File: src/rtl/xalu_pkg.sv
package xalu_pkg;
  // Operation code is {group, op}
  typedef enum logic [3:0] {
    K_ADD = 4'h0, K_SUB = 4'h1, K_MUL = 4'h2, K_DIV = 4'h3,
    K_AND = 4'h4, K_OR  = 4'h5, K_XOR = 4'h6, K_NOT = 4'h7,
    K_SRL = 4'h9, K_SLL = 4'hA, K_SRA = 4'hB, K_CMP = 4'hF
  } alu_op_e;
endpackage

File: src/rtl/xalu_comb.sv
module xalu_comb
  import xalu_pkg::*;
#(
  parameter int W = 32
) (
  input  logic [3:0]   code,
  input  logic [W-1:0] b,
  input  logic [W-1:0] c,
  output logic [W-1:0] res,
  output logic [W-1:0] ext,
  output logic         ext_we,
  output logic         is_mul,
  output logic         is_div,
  output logic         div_zero
);
  localparam int AMT_W = $clog2(W);

  logic [AMT_W-1:0] amt;
  logic [W-1:0]     neg_c;
  logic [2*W-1:0]   sum_add, sum_sub, sh_left, sh_right;
  logic [W-1:0]     sra_res;

  assign amt      = c[AMT_W-1:0];
  assign neg_c    = -c;
  assign sum_add  = {{W{1'b0}}, b} + {{W{1'b0}}, c};
  assign sum_sub  = {{W{1'b0}}, b} + {{W{1'b0}}, neg_c};
  assign sh_left  = {{W{1'b0}}, b} << amt;
  assign sh_right = {b, {W{1'b0}}} >> amt;
  assign sra_res  = $signed(b) >>> amt;

  always_comb begin
    res      = '0;
    ext      = '0;
    ext_we   = 1'b0;
    is_mul   = 1'b0;
    is_div   = 1'b0;
    div_zero = 1'b0;
    case (alu_op_e'(code))
      K_ADD: begin res = sum_add[W-1:0]; ext = sum_add[2*W-1:W]; ext_we = 1'b1; end
      K_SUB: begin res = sum_sub[W-1:0]; ext = sum_sub[2*W-1:W]; ext_we = 1'b1; end
      K_MUL: is_mul = 1'b1;
      K_DIV: begin
        if (c == '0) begin
          res = '1; ext = '1; ext_we = 1'b1; div_zero = 1'b1;
        end else begin
          is_div = 1'b1;
        end
      end
      K_AND: res = b & c;
      K_OR:  res = b | c;
      K_XOR: res = b ^ c;
      K_NOT: res = ~c;
      K_SRL: begin res = sh_right[2*W-1:W]; ext = sh_right[W-1:0]; ext_we = 1'b1; end
      K_SRA: begin res = sra_res;           ext = sh_right[W-1:0]; ext_we = 1'b1; end
      K_SLL: begin res = sh_left[W-1:0];    ext = sh_left[2*W-1:W]; ext_we = 1'b1; end
      K_CMP: begin
        if ($signed(b) < $signed(c)) res = '1;
        else if (b == c)             res = '0;
        else                         res = W'(1);
      end
      default: res = '0;
    endcase
  end
endmodule

File: src/rtl/xalu_mul.sv
module xalu_mul #(
  parameter int W   = 32,
  parameter int DIG = 4
) (
  input  logic         clk,
  input  logic         rst_n,
  input  logic         load,
  input  logic [W-1:0] b,
  input  logic [W-1:0] c,
  output logic [W-1:0] prod_lo,
  output logic [W-1:0] prod_hi
);
  localparam int STEPS  = W / DIG;
  localparam int STEP_W = $clog2(STEPS + 1);

  logic [2*W-1:0]    acc, mcand;
  logic [W-1:0]      mplier;
  logic [STEP_W-1:0] left;
  logic [2*W-1:0]    partial;

  // one digit of the multiplier per cycle
  assign partial = mcand * {{(2*W-DIG){1'b0}}, mplier[DIG-1:0]};

  always_ff @(posedge clk or negedge rst_n) begin
    if (!rst_n) begin
      acc    <= '0;
      mcand  <= '0;
      mplier <= '0;
      left   <= '0;
    end else if (load) begin
      acc    <= '0;
      mcand  <= {{W{1'b0}}, b};
      mplier <= c;
      left   <= STEP_W'(STEPS);
    end else if (left != '0) begin
      acc    <= acc + partial;
      mcand  <= mcand << DIG;
      mplier <= mplier >> DIG;
      left   <= left - STEP_W'(1);
    end
  end

  assign prod_lo = acc[W-1:0];
  assign prod_hi = acc[2*W-1:W];
endmodule

File: src/rtl/xalu_div.sv
module xalu_div #(
  parameter int W = 32
) (
  input  logic         clk,
  input  logic         rst_n,
  input  logic         load,
  input  logic [W-1:0] b,
  input  logic [W-1:0] c,
  output logic [W-1:0] quo,
  output logic [W-1:0] rem
);
  localparam int STEP_W = $clog2(W + 1);

  logic [W-1:0]      q_mag, r_mag, den;
  logic              neg_q, neg_r;
  logic [STEP_W-1:0] left;
  logic [W:0]        shifted, diff;

  assign shifted = {r_mag, q_mag[W-1]};
  assign diff    = shifted - {1'b0, den};

  // restoring division on magnitudes, one quotient bit per cycle
  always_ff @(posedge clk or negedge rst_n) begin
    if (!rst_n) begin
      q_mag <= '0;
      r_mag <= '0;
      den   <= '0;
      neg_q <= 1'b0;
      neg_r <= 1'b0;
      left  <= '0;
    end else if (load) begin
      q_mag <= b[W-1] ? -b : b;
      den   <= c[W-1] ? -c : c;
      r_mag <= '0;
      neg_q <= b[W-1] ^ c[W-1];
      neg_r <= b[W-1];
      left  <= STEP_W'(W);
    end else if (left != '0) begin
      if (!diff[W]) begin
        r_mag <= diff[W-1:0];
        q_mag <= {q_mag[W-2:0], 1'b1};
      end else begin
        r_mag <= shifted[W-1:0];
        q_mag <= {q_mag[W-2:0], 1'b0};
      end
      left <= left - STEP_W'(1);
    end
  end

  assign quo = neg_q ? -q_mag : q_mag;
  assign rem = neg_r ? -r_mag : r_mag;
endmodule

File: src/rtl/xalu.sv
module xalu #(
  parameter int W       = 32,
  parameter int MUL_DIG = 4,
  parameter int MUL_CYC = 9,
  parameter int DIV_CYC = 39,
  parameter int EXC_W   = 16,
  parameter int EXC_DZ  = 258
) (
  input  logic             clk,
  input  logic             rst_n,
  input  logic             in_valid,
  output logic             in_ready,
  input  logic             in_grp,
  input  logic [2:0]       in_op,
  input  logic [W-1:0]     in_b,
  input  logic [W-1:0]     in_c,
  output logic             busy,
  output logic             out_valid,
  output logic [W-1:0]     out_res,
  output logic [W-1:0]     out_ext,
  output logic             out_ext_we,
  output logic             exc_valid,
  output logic [EXC_W-1:0] exc_code
);
  // engines need MUL_CYC > W/MUL_DIG and DIV_CYC > W to finish in time
  localparam int MAX_CYC = (MUL_CYC > DIV_CYC) ? MUL_CYC : DIV_CYC;
  localparam int CNT_W   = $clog2(MAX_CYC + 1);

  logic [W-1:0]     c_res, c_ext, m_lo, m_hi, d_quo, d_rem;
  logic             c_we, c_mul, c_div, c_dz, accept, sel_div;
  logic [CNT_W-1:0] cnt;

  assign in_ready = !busy;
  assign accept   = in_valid && !busy;

  xalu_comb #(.W(W)) comb_i (
    .code(({in_grp, in_op})), .b(in_b), .c(in_c),
    .res(c_res), .ext(c_ext), .ext_we(c_we),
    .is_mul(c_mul), .is_div(c_div), .div_zero(c_dz)
  );

  xalu_mul #(.W(W), .DIG(MUL_DIG)) mul_i (
    .clk(clk), .rst_n(rst_n), .load(accept && c_mul),
    .b(in_b), .c(in_c), .prod_lo(m_lo), .prod_hi(m_hi)
  );

  xalu_div #(.W(W)) div_i (
    .clk(clk), .rst_n(rst_n), .load(accept && c_div),
    .b(in_b), .c(in_c), .quo(d_quo), .rem(d_rem)
  );

  always_ff @(posedge clk or negedge rst_n) begin
    if (!rst_n) begin
      busy       <= 1'b0;
      cnt        <= '0;
      sel_div    <= 1'b0;
      out_valid  <= 1'b0;
      out_res    <= '0;
      out_ext    <= '0;
      out_ext_we <= 1'b0;
      exc_valid  <= 1'b0;
      exc_code   <= '0;
    end else begin
      out_valid <= 1'b0;
      exc_valid <= 1'b0;
      if (busy) begin
        if (cnt == CNT_W'(1)) begin
          busy       <= 1'b0;
          out_valid  <= 1'b1;
          out_res    <= sel_div ? d_quo : m_lo;
          out_ext    <= sel_div ? d_rem : m_hi;
          out_ext_we <= 1'b1;
        end else begin
          cnt <= cnt - CNT_W'(1);
        end
      end else if (accept) begin
        if (c_mul || c_div) begin
          busy    <= 1'b1;
          sel_div <= c_div;
          cnt     <= c_div ? CNT_W'(DIV_CYC) : CNT_W'(MUL_CYC);
        end else begin
          out_valid  <= 1'b1;
          out_res    <= c_res;
          out_ext    <= c_ext;
          out_ext_we <= c_we;
          exc_valid  <= c_dz;
          if (c_dz) exc_code <= EXC_W'(EXC_DZ);
        end
      end
    end
  end
endmodule

File: config.mk
export PLATFORM = sky130hd
export DESIGN_NAME = xalu
export DESIGN_NICKNAME = d
export VERILOG_FILES = /design/src/rtl/xalu_pkg.sv /design/src/rtl/xalu_comb.sv /design/src/rtl/xalu_mul.sv /design/src/rtl/xalu_div.sv /design/src/rtl/xalu.sv
export SDC_FILE = /design/constraint.sdc
export NUM_CORES = 2
export LEC_CHECK = 0
export ABC_AREA = 1
export BUFFER_PORTS_ARGS = -buffer_cell sky130_fd_sc_hd__clkbuf_2
export CAP_MARGIN = 15
export CORE_ASPECT_RATIO = 1.4
export CORE_MARGIN = 2
export CORE_UTILIZATION = 35
export DETAILED_ROUTE_END_ITERATION = 8
export MAX_ROUTING_LAYER = met4
export PLACE_DENSITY = 0.58
export SKIP_CTS_REPAIR_TIMING = 1
export SLEW_MARGIN = 5
export SYNTH_ARGS = -nofsm -noshare
export SYNTH_HDL_FRONTEND = slang
export SYNTH_SLANG_ARGS = --single-unit
File: constraint.sdc
create_clock -name clk -period 4.87 [get_ports clk]
set_input_delay 0.2435 -clock clk [delete_from_list [all_inputs] [get_ports clk]]
set_output_delay 0.2435 -clock clk [all_outputs]
set_load 0.01 [all_outputs]
==> metrics <==
setup TNS=0 ns; final setup margin=0.2189 ns; Die Width=298.8 µm; CTS tree=built; Post-Layout Cell Count=8569; buffer and inverter count on the worst path=6; mux share of post-synthesis cell area=0.02350%; critical path launch point type=register; critical path peak fanout=25; delay-heaviest family, CP=adder cells; reg2reg end=mul_i.acc[53]$_DFFE_PN0P_; Post-Synth XOR/XNOR Area=1.951%; area leader, netlist=dfrtp_1; root buffer cell=clkbuf_16; nets=7406; commonest non-fill, non-tap cells in the layout=nand2_1 (1789), inv_1 (1141), nor2_1 (568); H-tree levels=2; DP Wirelength=187.7 mm; Core Area=0.1209 mm²; Fmax achieved=0.2150 GHz; FF-to-FF path depth=21; Max VDD drop=0.3393 mV; Avg WL per Cell=27.03 µm; CP startpoint=mul_i.mplier[1]$_DFFE_PN0P_; worst skew pair latency=0.66 ns; die area=0.1245 mm²; Final Slew Violations=0; LEAKAGE=25.14 nW; share of cells above drive strength 1=8.059%; drt total wl=231.6 mm; All-Layer GR Usage=37.53%; cell row count=151; adder and majority gate portion of the synthesized area=15.66%; crit-path most repeated cell=nand2_1; top cell type's share of synthesized area=20.21%; CTS Sinks=344; P&R area growth vs syn=11.87%; Place WS=-0.02083 ns; Crit path largest cell delay=0.52 ns; end point of the critical path=mul_i.acc[53]$_DFFE_PN0P_; Max Root-Sink Buffers=3; Slew HR=11.38%; first-pass GRT wire length=329.3 mm; CTS clk-pin slew, worst paths=0.07 ns; Crit path arrival time=5.14 ns; IO buf count=141; GR Overflow Total=0; Post-Synthesis Cells=6772; unique cell type count in the Yosys netlist=65; Yosys Warn Count=0; DR iter-0 viols=4489; Final Setup Violations=0; most common cell after layout, fill and taps aside=nand2_1; Worst Hold Class=in -> reg; crit end category=register; largest net degree at the start of global routing=116; slowest CP cell=dfrtp_4; Async SR Flop Fraction=100.0%; Max Cap Violations=0; outcome=complete, no violations; DRT Pass-1 Iters=6; largest family of logic cells by synthesized area=simple AND/OR/NAND/NOR gates; P per Cell Area=448.5 mW/mm²; Design Area, Final=0.04765 mm²; Ports=156; FF+latch count, synth=344; placed cells=8468; total CTS buffers=44; Fin. Hold Viols=0; drt drc=0; Placer Congestion=1.103; period utilization=95.50%; Compound-Gate Fraction of Synth Area=17.10%; number of enable flip-flop cells after synthesis=0; Final Power=21.37 mW; Crit Reg-Reg Startpoint=mul_i.mplier[1]$_DFFE_PN0P_; Hold Slack=0.05681 ns; RSZ-0062 raised after global routing=no; Post-Syn Area per Cell=6.289 µm²; antenna-violating nets left=0; initial antenna violation count=16; r2r setup slk=0.22 ns; commonest register cell after synthesis=dfrtp_1; WP data required=5.36 ns; via count=47909; Area contributors post-synth=dfrtp_1 (20%), nand2_1 (16%), inv_1 (10%); clock skew=0.04772 ns; Placed Area=0.04577 mm²; Final min period=4.651 ns; die height=416.8 µm; initial core utilization=35.22%; mapped cell area=0.04259 mm²; Worst-Margin Slew=1.329 ns; post-synthesis sequential area ratio=20.21%; drt via density=5.591; Worst path depth=21; vias in the first global route=46797; simple-gate share of the synthesized area=31.38%; fin util=39.41%; WS Path Type=reg -> reg; Cell Chain, Critical Path=buf_12 > buf_6 > nand2_1 > inv_1 > fa_1 > fa_1 > inv_1 > fa_1 > inv_1 > ha_1 > buf_4 > nand2_1 > nand2_1 > a31oi_1 > o21ai_0 > nor2_2 > nand3_2 > a21oi_1 > nand2_1 > nand2_1 > o22ai_1
[cells in the mapped netlist, types with 4 or more instances]
cell	n
a211oi_1	5
a21boi_0	6
a21o_1	12
a21oi_1	414
a221oi_1	12
a31oi_1	41
and2_1	21
buf_1	26
buf_2	80
buf_4	26
buf_6	22
clkbuf_1	124
clkbuf_2	5
clkinv_1	5
dfrtp_1	344
fa_1	185
ha_1	237
inv_1	1146
inv_2	10
nand2_1	1794
nand2_2	10
nand3_1	564
nand3_2	5
nand3b_1	8
nand4_1	83
nor2_1	575
nor2_2	13
nor2_4	5
nor3_1	58
nor3_2	4
nor4_1	22
o2111ai_1	14
o211ai_1	50
o21a_1	20
o21ai_0	438
o21ai_1	44
o21ai_2	4
o21bai_1	30
o221ai_1	81
o22ai_1	81
o31ai_1	6
or2_2	20
xnor2_1	28
xor2_1	65
[logic make-up (layout without fill, tap and decap cells)]
logic type	Yosys count	after routing
other	1	28
XOR/XNOR	94	94
adder cells (fa/ha/maj)	422	422
multiplexers	1	1
buffers and inverters	1449	1613
flip-flops	344	344
AO/OA/AOI/OAI	1268	1268
AND/OR/NAND/NOR	3193	3193
[worst min-delay path, delay by kind of cell]
kind / cells / cell delay [ns]
compound gates: 1 / 0.08
simple gates: 1 / 0.12
buf+inv: 1 / 0.18
[routing by layer]
layer  share of wire [%]  vias to the layer above  GRT usage, %
met5                   0                        -             -
met2                  46                     2277         60.01
met3                 6.6                      798         5.980
li1                    -                    22079             -
met1                  35                    22755         39.18
met4                  12                        0         36.16
[final cells by class]
cell class	count	area, µm²
repair buffers	365	2581
flip-flops and latches	344	8621
inverters	1166	4392
multi-input cells	4992	28340
clock inverters	19	360.3
clock buffers	63	1314
diodes	14	35.03
fillers	13282	73270
well taps	1606	2009
[worst min-delay path by stage]
stage | start | endpoint | slack [ns] | depth (start not counted)
4_1_cts | rst_n | div_i.r_mag[30]$_DFFE_PN0P_ | -0.25 | 1
5_1_grt | in_c[29] | div_i.den[29]$_DFFE_PN0P_ | 0.08 | 3
6_report | in_c[19] | div_i.den[19]$_DFFE_PN0P_ | 0.06 | 3
2_1_floorplan | rst_n | busy$_DFF_PN0_ | -0.05 | 0
3_5_place_dp | rst_n | div_i.den[19]$_DFFE_PN0P_ | 0.41 | 1
3_3_place_gp | rst_n | exc_code[1]$_DFFE_PN0P_ | 0.39 | 1
[state kept, by name (all words and copies together) (netlist names), 4 cells and up]
register,cells
div_i.den,32
div_i.q_mag,32
div_i.left,6
div_i.r_mag,32
mul_i.mplier,32
mul_i.mcand,64
cnt,6
out_ext,32
mul_i.acc,64
out_res,32
mul_i.left,4
[power by group]
| group | leakage (nW) | switching (mW) | internal (mW) |
|---|---|---|---|
| Clock | 0.829 | 1.57 | 2.37 |
| Sequential | 4.30 | 1.17 | 3.96 |
| Combinational | 20.0 | 8.56 | 3.75 |
| Total | 25.1 | 11.3 | 10.1 |
No activity file was read; power rests on OpenSTA's default activity.
